### src/rtl/scd_pkg.sv
package scd_pkg;
  typedef enum logic [1:0] {
    ST_RUN  = 2'd0,
    ST_WAIT = 2'd1,
    ST_RST  = 2'd2,
    ST_CYC  = 2'd3
  } scd_st_e;

  localparam int FLT_GND  = 0;
  localparam int FLT_VS   = 1;
  localparam int FLT_LOAD = 2;
endpackage

### src/rtl/scd_tick_cnt.sv
module scd_tick_cnt #(
  parameter int CYC_MS = 100
) (
  input  logic clk_i,
  input  logic rst_ni,
  input  logic clr_i,
  input  logic en_i,
  output logic last_o
);
  localparam int CNT_W = (CYC_MS > 1) ? $clog2(CYC_MS) : 1;
  localparam logic [CNT_W-1:0] LAST = CNT_W'(CYC_MS - 1);

  logic [CNT_W-1:0] cnt_q;

  always_ff @(posedge clk_i or negedge rst_ni) begin
    if (!rst_ni)     cnt_q <= '0;
    else if (clr_i)  cnt_q <= '0;
    else if (en_i)   cnt_q <= cnt_q + 1'b1;
  end

  assign last_o = en_i && (cnt_q == LAST);
endmodule

### src/rtl/scd_fault_acc.sv
module scd_fault_acc #(
  parameter int NSHORT = 3
) (
  input  logic              clk_i,
  input  logic              rst_ni,
  input  logic              clr_i,
  input  logic              en_i,
  input  logic [NSHORT-1:0] fault_i,
  output logic [NSHORT-1:0] stable_o
);
  logic [NSHORT-1:0] mask_q;

  always_ff @(posedge clk_i or negedge rst_ni) begin
    if (!rst_ni)     mask_q <= '1;
    else if (clr_i)  mask_q <= '1;
    else if (en_i)   mask_q <= mask_q & fault_i;
  end

  // includes the current clock so the closing tick must also see the class
  assign stable_o = mask_q & fault_i;
endmodule

### src/rtl/scd_prio_pick.sv
module scd_prio_pick #(
  parameter int N = 3
) (
  input  logic [N-1:0] req_i,
  output logic [N-1:0] pick_o
);
  logic [N:0] below;

  assign below[0] = 1'b0;
  for (genvar i = 0; i < N; i++) begin : g_pick
    assign pick_o[i]  = req_i[i] & ~below[i];
    assign below[i+1] = below[i] | req_i[i];
  end
endmodule

### src/rtl/scd_seq.sv
module scd_seq
  import scd_pkg::*;
#(
  parameter int NSHORT = 3,
  parameter int CYC_MS = 100
) (
  input  logic            clk_i,
  input  logic            rst_ni,
  input  logic            ovl_i,
  input  logic [NSHORT-1:0] fault_i,
  input  logic            diag_en_i,
  input  logic            tick_i,
  input  logic            read_i,
  input  logic            ton_load_i,
  input  logic [NSHORT:0] ton_fault_i,
  output logic            shut_o,
  output logic [NSHORT:0] rec_o,
  output logic            perm_o,
  output logic            done_o
);
  localparam int REC_W = NSHORT + 1;

  scd_st_e st_q, st_d;
  logic armed_q;
  logic start_cyc, in_cyc, cyc_end;
  logic [NSHORT-1:0] stable, pick;
  logic [REC_W-1:0] rec_q;
  logic perm_q, done_q;

  assign in_cyc    = (st_q == ST_CYC);
  assign start_cyc = (st_q == ST_WAIT) && tick_i && ovl_i && diag_en_i && armed_q;

  scd_tick_cnt #(.CYC_MS(CYC_MS)) u_cnt (
    .clk_i (clk_i),
    .rst_ni(rst_ni),
    .clr_i (start_cyc),
    .en_i  (in_cyc && tick_i),
    .last_o(cyc_end)
  );

  scd_fault_acc #(.NSHORT(NSHORT)) u_acc (
    .clk_i   (clk_i),
    .rst_ni  (rst_ni),
    .clr_i   (start_cyc),
    .en_i    (in_cyc),
    .fault_i (fault_i),
    .stable_o(stable)
  );

  scd_prio_pick #(.N(NSHORT)) u_pick (
    .req_i (stable),
    .pick_o(pick)
  );

  always_comb begin
    st_d = st_q;
    unique case (st_q)
      ST_RUN:  if (ovl_i) st_d = ST_WAIT;
      ST_WAIT: if (tick_i) begin
                 if (!ovl_i)         st_d = ST_RUN;
                 else if (start_cyc) st_d = ST_CYC;
                 else                st_d = ST_RST;
               end
      ST_RST:  if (tick_i && !ovl_i) st_d = ST_RUN;
      ST_CYC:  if (cyc_end) st_d = ST_RST;
      default: st_d = ST_RUN;
    endcase
  end

  always_ff @(posedge clk_i or negedge rst_ni) begin
    if (!rst_ni) st_q <= ST_RUN;
    else         st_q <= st_d;
  end

  // cycle end outranks turn-on load, which outranks the read clear
  always_ff @(posedge clk_i or negedge rst_ni) begin
    if (!rst_ni) begin
      rec_q   <= '0;
      perm_q  <= 1'b0;
      done_q  <= 1'b0;
      armed_q <= 1'b1;
    end else begin
      if (cyc_end && (|pick)) begin
        rec_q  <= {1'b0, pick};
        perm_q <= 1'b1;
      end else if (ton_load_i) begin
        rec_q  <= ton_fault_i;
        perm_q <= 1'b0;
      end else if (read_i) begin
        rec_q  <= '0;
        perm_q <= 1'b0;
      end
      if (cyc_end) begin
        done_q  <= 1'b1;
        armed_q <= 1'b0;
      end else if (read_i) begin
        done_q  <= 1'b0;
        armed_q <= 1'b1;
      end
    end
  end

  assign shut_o = (st_q != ST_RUN);
  assign rec_o  = rec_q;
  assign perm_o = perm_q;
  assign done_o = done_q;
endmodule

### config.mk
export PLATFORM = sky130hd
export DESIGN_NAME = scd_seq
export DESIGN_NICKNAME = d
export VERILOG_FILES = /design/src/rtl/scd_pkg.sv /design/src/rtl/scd_tick_cnt.sv /design/src/rtl/scd_fault_acc.sv /design/src/rtl/scd_prio_pick.sv /design/src/rtl/scd_seq.sv
export SDC_FILE = /design/constraint.sdc
export NUM_CORES = 1
export LEC_CHECK = 0
export BUFFER_PORTS_ARGS = -buffer_cell sky130_fd_sc_hd__buf_2
export CELL_PAD_IN_SITES_DETAIL_PLACEMENT = 0
export CELL_PAD_IN_SITES_GLOBAL_PLACEMENT = 1
export CORE_MARGIN = 10
export CORE_UTILIZATION = 30
export DETAILED_ROUTE_END_ITERATION = 7
export HOLD_SLACK_MARGIN = 0.08
export MAX_ROUTING_LAYER = met4
export PLACE_DENSITY_LB_ADDON = 0.1
export SYNTH_ARGS = -nofsm -noshare
export SYNTH_HDL_FRONTEND = slang
export SYNTH_SLANG_ARGS = --single-unit
### constraint.sdc
create_clock -name clk_i -period 1.3 [get_ports clk_i]
set_input_delay 0.39 -clock clk_i [delete_from_list [all_inputs] [get_ports clk_i]]
set_output_delay 0.39 -clock clk_i [all_outputs]
set_load 0.005 [all_outputs]
# [Word level (Yosys, flattened, before mapping)]
# Index checks and enable logic that the tools add are counted.
# Widths: inputs -> output; s select.
[totals] register_bits=19
[classes] addsub=1 eq_ne=8 n_mux=20 bitwise=6 reduce_logical=17
[ops] op="$mux 7" count=2
[ops] op="$mux 4" count=3
[ops] op="$mux 2" count=5
[ops] op="$logic_and 1x1->1" count=8
[ops] op="$pmux 2 s4" count=1
[ops] op="$reduce_bool 2->1" count=4
[ops] op="$add 7x1->7 const B" count=1
[ops] op="$eq 7x7->1 const B" count=1
[ops] op="$mux 1" count=7
[ops] op="$mux 3" count=2
[ops] op="$ne 2x2->1 const B" count=3
[ops] op="$eq 2x2->1 const B" count=2
[ops] op="$reduce_and 4->1" count=1
[ops] op="$and 3x3->3" count=1
[ops] op="$reduce_bool 3->1" count=1
[ops] op="$reduce_or 3->1" count=1
[ops] op="$and 1x1->1" count=2
[ops] op="$eq 2x1->1 const B" count=1
[ops] op="$logic_not 2->1" count=1
[ops] op="$ne 2x1->1 const B" count=1
[ops] op="$not 1->1" count=2
[ops] op="$logic_not 1->1" count=1
[ops] op="$or 1x1->1" count=1

# [Logic depth before layout (Yosys ltp)]
# Gate-level depths: netlist of the first run.
[depth] depth_word=9 mapped_depth=4

# [Cells and area by module]
# Synthesis of the first run repeated with hierarchy kept, for this count alone.
[unflattened] hier_cells=89 area_unflattened_um2=928.4
[modules_own_cells] mod="scd_seq" n_inst=1 cells_each=41 area_per_inst_um2=410.4 seq_area_each_um2=226.5
[modules_own_cells] mod="scd_tick_cnt" n_inst=1 cells_each=33 area_per_inst_um2=349.1 seq_area_each_um2=175.2
[modules_own_cells] mod="scd_fault_acc" n_inst=1 cells_each=12 area_per_inst_um2=142.6 seq_area_each_um2=78.8
[modules_own_cells] mod="scd_prio_pick" n_inst=1 cells_each=3 area_per_inst_um2=26.3 seq_area_each_um2=0.0

# [Worst setup path after synthesis of the first run]
# No wires, ideal clock.
[synth_path] path_type="register to register" startpoint="register u_cnt.cnt_q[0]" endpoint="register rec_q[2], in the netlist rec_o[2]" setup_time_ns=0.079 arrival_time_ns=1.354 required_ns=1.221 path_slack_ns=-0.133 path_stages_with_launch=5 path_buffers=0 cell_sequence="dfrtp_1 -> ha_1 -> nand4_4 -> or4_1 -> a2bb2oi_1"
[synth_via] elab_chain_len=4
[synth_lines] element="from (decl)" line_no="scd_tick_cnt.sv:13" text="logic [CNT_W-1:0] cnt_q;"
[synth_lines] element="from (signal assigned)" line_no="scd_tick_cnt.sv:18" text="else if (en_i) cnt_q <= cnt_q + 1'b1;"
[synth_lines] element="$eq 7x7->1 (*)" line_no="scd_tick_cnt.sv:21" text="assign last_o = en_i && (cnt_q == LAST);"
[synth_lines] element="$logic_and 1x1->1 (*)" line_no="scd_tick_cnt.sv:21"
[synth_lines] element="$logic_and 1x1->1 (*)" line_no="scd_seq.sv:83" text="if (cyc_end && (|pick)) begin"
[synth_lines] element="$reduce_bool 3->1 (no line) / $mux 4 (equally long branches)"
[synth_lines] element="to (signal assigned)" line_no="scd_seq.sv:84" text="rec_q <= {1'b0, pick};"
[synth_lines] element="to (signal assigned)" line_no="scd_seq.sv:87" text="rec_q <= ton_fault_i;"
[synth_lines] element="to (decl)" line_no="scd_seq.sv:27" text="logic [REC_W-1:0] rec_q;"
# Every way passes the cells marked *; elsewhere a longest branch is shown, timed or not.
# A chain may end at the register's enable or synchronous reset.

# [Worst setup path in the final report of the first run]
[layout_path] startpoint="register st_q[1]" endpoint="output shut_o"
[layout_via] elab_chain_len=1
[layout_lines] element="from (decl)" line_no="scd_seq.sv:23" text="scd_st_e st_q, st_d;"
[layout_lines] element="from (signal assigned)" line_no="scd_seq.sv:72" text="else st_q <= st_d;"
[layout_lines] element="$reduce_bool 2->1" line_no="scd_seq.sv:103" text="assign shut_o = (st_q != ST_RUN);"
[layout_lines] element="to (decl)" line_no="scd_seq.sv:16" text="output logic shut_o,"
# No other way between the ends.

==> out/metrics.cfg, run 1 <==
[cells_and_area]
syn_to_final_growth_pct = 61.2
drive_above_1_share_pct = 56.7
fill_cells = 286
n_antenna_cell = 0
nets = 157

[worst_setup_path]
critical_path_class = reg2out
reg2reg_setup_slack_ns = -0.13
cp_max_fo = 2
slowest_stage = dfrtp_2
r2r_cells = 5
crit_family = flip-flops
crit_path_cell_trace = or2_4 > buf_6
cp_num_cells = 2
critPathLaunchType = flop
cp_num_buf_inv = 1
cp_slowest_stage_delay_ns = 0.42
critPathCaptureType = primary output
required_ns = 0.91
worstPathArrival_ns = 1.07

[route]
post-route-drc-count = 0
viasPerCell = 4.86
finalWirelength_um = 2650
wire_per_inst_um = 14.3
drt-pass1-iter-count = 4
drtIter0Drc = 28
drtAntennaViolNets = 0
dr_total_vias = 900

[clock_network]
clk_path_buf_depth = 2
cts_buffers = 3
cts_sinks = 19
insertion_delay_ns = 0.29
root_buffer = clkbuf_4
htreeDepth = 1
cts_tree = built
clk_pin_slew_ns = 0.11

[timing]
worst_pin_slew_ns = 0.451
fin_crit_sh_pct = 113
rsz0062_at_grt = yes
setup_viol_count_final = 12
finalHoldViolations = 0
setup_ws_ns = -0.165
finClkSkew_ns = 0.00354
final.min_clock_period_ns = 1.46
maxSlewHeadroom_pct = 69.9
fmax_mhz = 683
slew_violations = 0

[die]
rows = 20
io_pins = 21
die_w_um = 76.2
coreArea_um2 = 3030
initial_core_util_pct = 31.3
dieArea_um2 = 5810
fp.dieH_um = 76.2

[synthesis]
avgSynthCellArea_um2 = 10.4
syn_inst = 91
synth_area_leaders = dfrtp_1, dfstp_2, o21ai_0
synth.distinct_cells = 35
yosysMostFrequentCell = dfrtp_1
syn_area_um2 = 948
synth_area_leader_cell = dfrtp_1
synthTopCellsByCount = dfrtp_1, nand2_1, o21ai_0
synth_nets = 106
ys_seq_elements = 19
synth.top_cell.area_share_pct = 39.6
synth-edff-count = 0
ys_seq_area_share_pct = 50.7
ys.flop_type = dfrtp_1
async_reset_ff_share_pct = 100
synth_warnings = 0

[outcome]
violations = setup timing
outcome = finished with violations

[global_routing]
grt_pass1_vias = 961
grt_max_degree = 20
track_usage_pct = 9.04
grt_overflow = 0
grt_first_pass_wirelength_um = 4330
grt_antenna_before_repair = 0

[power]
max-vdd-ir-drop_mv = 0.967
p_per_area_nw_per_um2 = 1590
p_total_mw = 2.43
leakage_nw = 0.642

[placed_design]
dp.final_hpwl_um = 1780
port_buffers = 20
place.gp.congestion = 0.706
post-place-ws_ns = -0.160

[hold_path]
hp-class = in2reg
whs_path_depth = 2

[flow_run]
max_cap_violations = 0

power by group:
group | total [mW] | switching (mW) | internal (mW)
Sequential | 0.858 | 0.116 | 0.742
Clock | 0.308 | 0.189 | 0.119
Combinational | 1.26 | 0.557 | 0.705
cells in the final DEF, fill, tap and decap left out, types with 3 or more instances in the layout:
cell type / count
o21ai_0: 7
dfrtp_1: 12
nand2b_1: 3
dfstp_2: 4
buf_2: 19
a21oi_2: 4
clkbuf_4: 3
nand2_1: 8
nor2_1: 5
buf_6: 9
buf_4: 18
a22oi_1: 4
dfrtp_2: 3
metal layers:
metal / wire length [µm] / share of wire, % / GRT usage [%] / vias up
met3: 108 / 4.1 / 2.48 / 2
met2: 1410 / 53 / 16.0 / 16
li1: - / - / - / 442
met5: 0 / 0 / - / -
met4: 11 / 0.41 / 2.79 / 0
met1: 1120 / 42 / 9.57 / 440
worst paths after layout:
path,from,endpoint
max,st_q[1]$_DFFE_PN0P_,shut_o
min,read_i,done_o$_DFFE_PN0P_
max reg2reg,u_cnt.cnt_q[0]$_DFFE_PN0P_,u_cnt.cnt_q[4]$_DFFE_PN0P_
min reg2reg,perm_o$_DFFE_PN0P_,perm_o$_DFFE_PN0P_
max in group asynchronous,rst_ni,u_acc.mask_q[2]$_DFFE_PN1P_
min in group asynchronous,rst_ni,done_o$_DFFE_PN0P_
registers in the layout, indices dropped and copies added (netlist names):
register	cells
u_cnt.cnt_q	7
rec_o	4
u_acc.mask_q	3
st_q	2
armed_q	1
done_o	1
perm_o	1
cell families after synthesis:
group	synth area share (%)
muxes	1.06
adders and majority gates	1.32
DFF	50.7
xor gates and xnor gates	1.85
AOI/OAI and AO/OA	20.8
buffers and inverters	2.90
and+or+nand+nor	21.4
area by class of cell:
class / count / area [µm²] / area share, %
sequential: 19 / 484 / 31.7
clock buffer: 4 / 26.3 / 1.72
tap: 44 / 55.1 / 3.60
inverter: 3 / 11.3 / 0.736
multi-input combinational: 67 / 591 / 38.6
timing repair buffer: 48 / 362 / 23.6
per-stage QoR:
stage,TNS [ns],cell area [µm²],instances,hold slack [ns],utilization [%]
after CTS,-0.658,1460,183,0.273,48.1
final,-0.766,1530,185,0.282,50.5
after global routing,-1.96,1530,185,0.275,50.5
after floorplan,-0.0210,973,91,0.0944,-
after detailed placement,-0.949,1240,169,0.364,40.9
after global placement,-0.773,1240,169,0.366,40.9
what timing repair did:
item                                    in CTS  in global routing
hold endpoints to repair                    15                  0
pin swaps                                    8                  6
hold buffers                                 1                  0
gates resized for setup                     19                 13
endpoints found under the setup margin      16                 19
setup buffers                                9                  3
cloned                                       1                  0
(Power assumes the default switching activity.)
==> inputs of run 2 (changes only) <==
- REMOVE_ABC_BUFFERS: unset -> 1
==> run 2 against run 1 <==
The run still ends with setup timing left. Clock skew grew 0.014 ns. Fmax shrank 0.83%. Combinational power is essentially flat. Routed wire length grew 8.8%. First-iteration DRC count grew 3.6%. Clock power grew 1%. Register-to-register slack is essentially flat. Critical path depth is the same. Sequential power shrank 2%. Non-clock buffer count grew 9. Critical endpoint unchanged. Highest routed layer unchanged.
==> out/metrics.cfg, run 2 (same netlist as run 1, synthesis figures left out) <==
[outcome]
outcome = finished with violations
violations = setup timing

[global_routing]
grt_first_pass_wirelength_um = 4760
grt_max_degree = 20
track_usage_pct = 10.0
grt_pass1_vias = 1006
grt_overflow = 0
grt_antenna_before_repair = 0

[power]
p_total_mw = 2.40
max-vdd-ir-drop_mv = 0.816
leakage_nw = 0.686
p_per_area_nw_per_um2 = 1530

[cells_and_area]
n_antenna_cell = 0
utilization_pct = 51.9
layout_commonest_cell = buf_4
largest_reg_flops = 7
layout_common_cells = buf_4, buf_2, dfrtp_1
nets = 165
fill_cells = 278
stdcell_count = 193
syn_to_final_growth_pct = 65.7
top_register = u_cnt.cnt_q
drive_above_1_share_pct = 63.1
final_area_um2 = 1570

[hold_path]
hp-class = in2reg

[route]
wl_met2_um = 1480
finalWirelength_um = 2880
drtIter0Drc = 29
viasPerCell = 4.73
drt-pass1-iter-count = 4
drtAntennaViolNets = 0
post-route-drc-count = 0
wl_met3_um = 125
top_layer_used = met4
wl_met1_um = 1270
wire_per_inst_um = 14.9
dr_total_vias = 913

[placed_design]
place.gp.congestion = 0.719
port_buffers = 20
post-place-ws_ns = -0.141
dp.final_hpwl_um = 1920
placed_cells = 173
dpl-instance-area_um2 = 1240

[flow_run]
max_cap_violations = 0

[clock_network]
insertion_delay_ns = 0.31
htreeDepth = 1
root_buffer = clkbuf_4
clk_path_buf_depth = 2
cts_tree = built
cts_buffers = 3
clk_pin_slew_ns = 0.13
cts_sinks = 19

[timing]
fmax_mhz = 677
setup_ws_ns = -0.177
final.min_clock_period_ns = 1.48
fin_crit_sh_pct = 114
finClkSkew_ns = 0.0175
slew_violations = 0
maxSlewHeadroom_pct = 70.3
rsz0062_at_grt = yes
worst_pin_slew_ns = 0.445
setup_viol_count_final = 17
finalHoldViolations = 0

[worst_setup_path]
critPathLaunchType = flop
crit_family = flip-flops
cp_num_buf_inv = 1
cp_slowest_stage_delay_ns = 0.42
cp_max_fo = 2
crit_path_cell_trace = or2_4 > buf_6
critical_path_class = reg2out
required_ns = 0.91
critPathCaptureType = primary output
worstPathArrival_ns = 1.09
slowest_stage = dfrtp_2

[die]
fp.dieH_um = 76.2
die_w_um = 76.2
dieArea_um2 = 5810
io_pins = 21
rows = 20
initial_core_util_pct = 31.3
coreArea_um2 = 3030

run 2: cell types whose count changed in the layout (fill, tap and decap cells not counted), sizes merged:
cell | previous run | this run
buf | 47 | 56
clkbuf | 4 | 3
clkinv | 0 | 1
nand4 | 4 | 3
run 2: where the power goes:
| part | total, mW | switching [mW] | internal (mW) |
|---|---|---|---|
| clock | 0.312 | 0.197 | 0.115 |
| combinational | 1.25 | 0.556 | 0.692 |
| sequential | 0.843 | 0.102 | 0.742 |
run 2: per-stage QoR:
step | hold slack [ns] | TNS (ns)
after floorplan | 0.0944 | -0.369
after global placement | 0.354 | -0.544
after detailed placement | 0.362 | -0.888
after CTS | 0.275 | -1.97
after global routing | 0.278 | -2.21
final | 0.270 | -1.22
run 2: area by class of cell:
cell class | count | area (µm²) | area share (%)
Sequential cell | 19 | 484 | 30.8
Clock inverter | 1 | 5.00 | 0.318
Inverter | 3 | 11.3 | 0.717
Timing Repair Buffer | 57 | 420 | 26.8
Tap cell | 44 | 55.1 | 3.50
Clock buffer | 3 | 22.5 | 1.43
Multi-Input combinational cell | 66 | 573 | 36.5
run 2: worst paths after layout:
kind / cells after the start / start / slack [ns] / to
min reg2reg: 1 / perm_o$_DFFE_PN0P_ / 0.48 / perm_o$_DFFE_PN0P_
max in group asynchronous: 2 / rst_ni / 0.40 / u_acc.mask_q[2]$_DFFE_PN1P_
min in group asynchronous: 2 / rst_ni / 0.54 / st_q[1]$_DFFE_PN0P_
max reg2reg: 3 / u_cnt.cnt_q[2]$_DFFE_PN0P_ / -0.12 / rec_o[2]$_DFFE_PN0P_
max: 2 / st_q[1]$_DFFE_PN0P_ / -0.18 / shut_o
min: 2 / read_i / 0.27 / done_o$_DFFE_PN0P_
run 2: worst reg2reg max path, cell delays in order, from the launching register on:
cell,delay [ns]
dfrtp_1,0.42
nand4bb_4,0.28
or4_4,0.51
a2bb2oi_2,0.14
run 2: routing by layer:
| metal | up-vias | GRT usage (%) |
|---|---|---|
| met1 | 438 | 11.6 |
| met2 | 18 | 16.6 |
| li1 | 455 | - |
| met4 | 0 | 3.16 |
| met5 | - | - |
| met3 | 2 | 2.71 |
run 2: timing repair:
item | CTS | global route
hold buffers | 1 | 0
cloned | 1 | 0
buffers inserted | 7 | 8
setup endpoints to repair | 19 | 19
resized for setup | 25 | 16
pin swaps | 12 | 12
hold endpoints to repair | 15 | 0
==> inputs of run 3 (changes only) <==
- BUFFER_PORTS_ARGS: -buffer_cell sky130_fd_sc_hd__buf_2 -> unset
- DONT_BUFFER_PORTS: unset -> 1
==> run 3 against run 2 <==
The flow still finishes with violations (setup timing). Global-route usage down 1.6 points. Fmax is 2.1% higher. Sequential power is 0.7% higher. Non-clock buffer count is 27 lower. Core utilization is 6.0 points lower. Combinational power fell by 15%.
==> out/metrics.cfg, run 3 (same netlist as run 1, synthesis figures left out) <==
[die]
io_pins = 21
rows = 20
fp.dieH_um = 76.2
die_w_um = 76.2
coreArea_um2 = 3030
initial_core_util_pct = 31.3
dieArea_um2 = 5810

[clock_network]
cts_sinks = 19
cts_buffers = 3
insertion_delay_ns = 0.30
clk_pin_slew_ns = 0.11
cts_tree = built
clk_path_buf_depth = 2
htreeDepth = 1
root_buffer = clkbuf_4

[power]
leakage_nw = 0.567
max-vdd-ir-drop_mv = 0.568
p_per_area_nw_per_um2 = 1590

[timing]
holdWs_ns = 0.172
worst_pin_slew_ns = 0.870
maxSlewHeadroom_pct = 42.0
finClkSkew_ns = 0.00795
setup_ws_ns = -0.147
tns_ns = -0.440
setup_viol_count_final = 6
fmax_mhz = 691
rsz0062_at_grt = yes
slew_violations = 0
final.min_clock_period_ns = 1.45
finalHoldViolations = 0
fin_crit_sh_pct = 111

[cells_and_area]
top_register = u_cnt.cnt_q
layout_common_cells = buf_4, dfrtp_1, o21ai_0
drive_above_1_share_pct = 52.5
stdcell_count = 166
layout_commonest_cell = buf_4
utilization_pct = 46.0
n_antenna_cell = 0
largest_reg_flops = 7
fill_cells = 294
syn_to_final_growth_pct = 46.7
nets = 138

[route]
post-route-drc-count = 0
drtIter0Drc = 21
viasPerCell = 4.98
drtAntennaViolNets = 0
drt-pass1-iter-count = 4
dr_total_vias = 826
wire_per_inst_um = 15.1
finalWirelength_um = 2510

[global_routing]
grt_antenna_before_repair = 0
grt_pass1_vias = 768
grt_first_pass_wirelength_um = 3920
grt_max_degree = 20
grt_overflow = 0
track_usage_pct = 8.43

[flow_run]
max_cap_violations = 0

[outcome]
outcome = finished with violations
violations = setup timing

[placed_design]
port_buffers = 0
post-place-ws_ns = -0.147
place.gp.congestion = 0.739
placed_cells = 152
dp.final_hpwl_um = 1840

[worst_setup_path]
critical_path_class = reg2out
required_ns = 0.91
worstPathArrival_ns = 1.06
cp_max_fo = 2
critPathCaptureType = primary output
critPathLaunchType = flop

[hold_path]
hp-class = in2reg

[run 3: changes by cell type in the layout (fill, tap and decap cells not counted), moves of 2 or more]
| cell | delta |
|---|---|
| nor2_2 | -2 |
| buf_2 | -19 |
| buf_4 | -6 |
| o22ai_1 | -2 |
| nor2_1 | +2 |
| dfrtp_1 | +2 |
| o22ai_2 | +2 |
| dfrtp_2 | -2 |
| buf_6 | -3 |
[run 3: final cells by class]
| cell class | count | area (µm²) | area share [%] |
|---|---|---|---|
| multi-input cells | 66 | 562 | 40.4 |
| flip-flops and latches | 19 | 482 | 34.6 |
| repair buffers | 30 | 254 | 18.3 |
| well taps | 44 | 55.1 | 3.96 |
| clock buffers | 3 | 22.5 | 1.62 |
| inverters | 3 | 11.3 | 0.809 |
| clock inverters | 1 | 5.00 | 0.360 |
[run 3: stage by stage]
| step | total power, mW | cell area (µm²) |
|---|---|---|
| 2_1_floorplan | 1.22 | 932 |
| 3_3_place_gp | 1.57 | 1140 |
| 3_5_place_dp | 1.59 | 1140 |
| 4_1_cts | 2.15 | 1320 |
| 5_1_grt | 2.36 | 1390 |
| 6_report | 2.21 | 1390 |
[run 3: timing repair]
item,CTS,global route
cloned,0,0
hold endpoints to repair,19,0
setup endpoints to repair,13,34
pin swaps,16,5
hold buffers,1,0
buffers inserted,6,3
resized for setup,23,10
[run 3: metal layers]
layer  wire, µm  part of all wire (%)  vias to the layer above  GRT usage [%]
met4         24                  0.95                        0           3.90
met5          0                     0                        -              -
met3        153                   6.1                        2           2.83
met2       1180                    47                       21           11.8
li1           -                     -                      404              -
met1       1150                    46                      399           10.6
[run 3: power by group]
part           total [mW]  switching, mW  internal (mW)
logic                1.06          0.472          0.589
registers           0.849          0.111          0.738
clock network       0.302          0.187          0.114
total                2.21          0.770           1.44
[run 3: worst max-delay path, stage by stage (launching register included)]
cell	delay, ns
dfrtp_1	0.41
buf_6	0.12
or2_4	0.24
[run 3: final timing paths]
check | cells past startpoint | end | startpoint | slack (ns)
max | 2 | shut_o | st_q[1]$_DFFE_PN0P_ | -0.15
min | 1 | done_o$_DFFE_PN0P_ | read_i | 0.17
min reg2reg | 1 | perm_o$_DFFE_PN0P_ | perm_o$_DFFE_PN0P_ | 0.54
min in group asynchronous | 1 | rec_o[2]$_DFFE_PN0P_ | rst_ni | 0.26
max reg2reg | 5 | u_cnt.cnt_q[6]$_DFFE_PN0P_ | u_cnt.cnt_q[0]$_DFFE_PN0P_ | -0.09
max in group asynchronous | 1 | u_cnt.cnt_q[3]$_DFFE_PN0P_ | rst_ni | 0.45
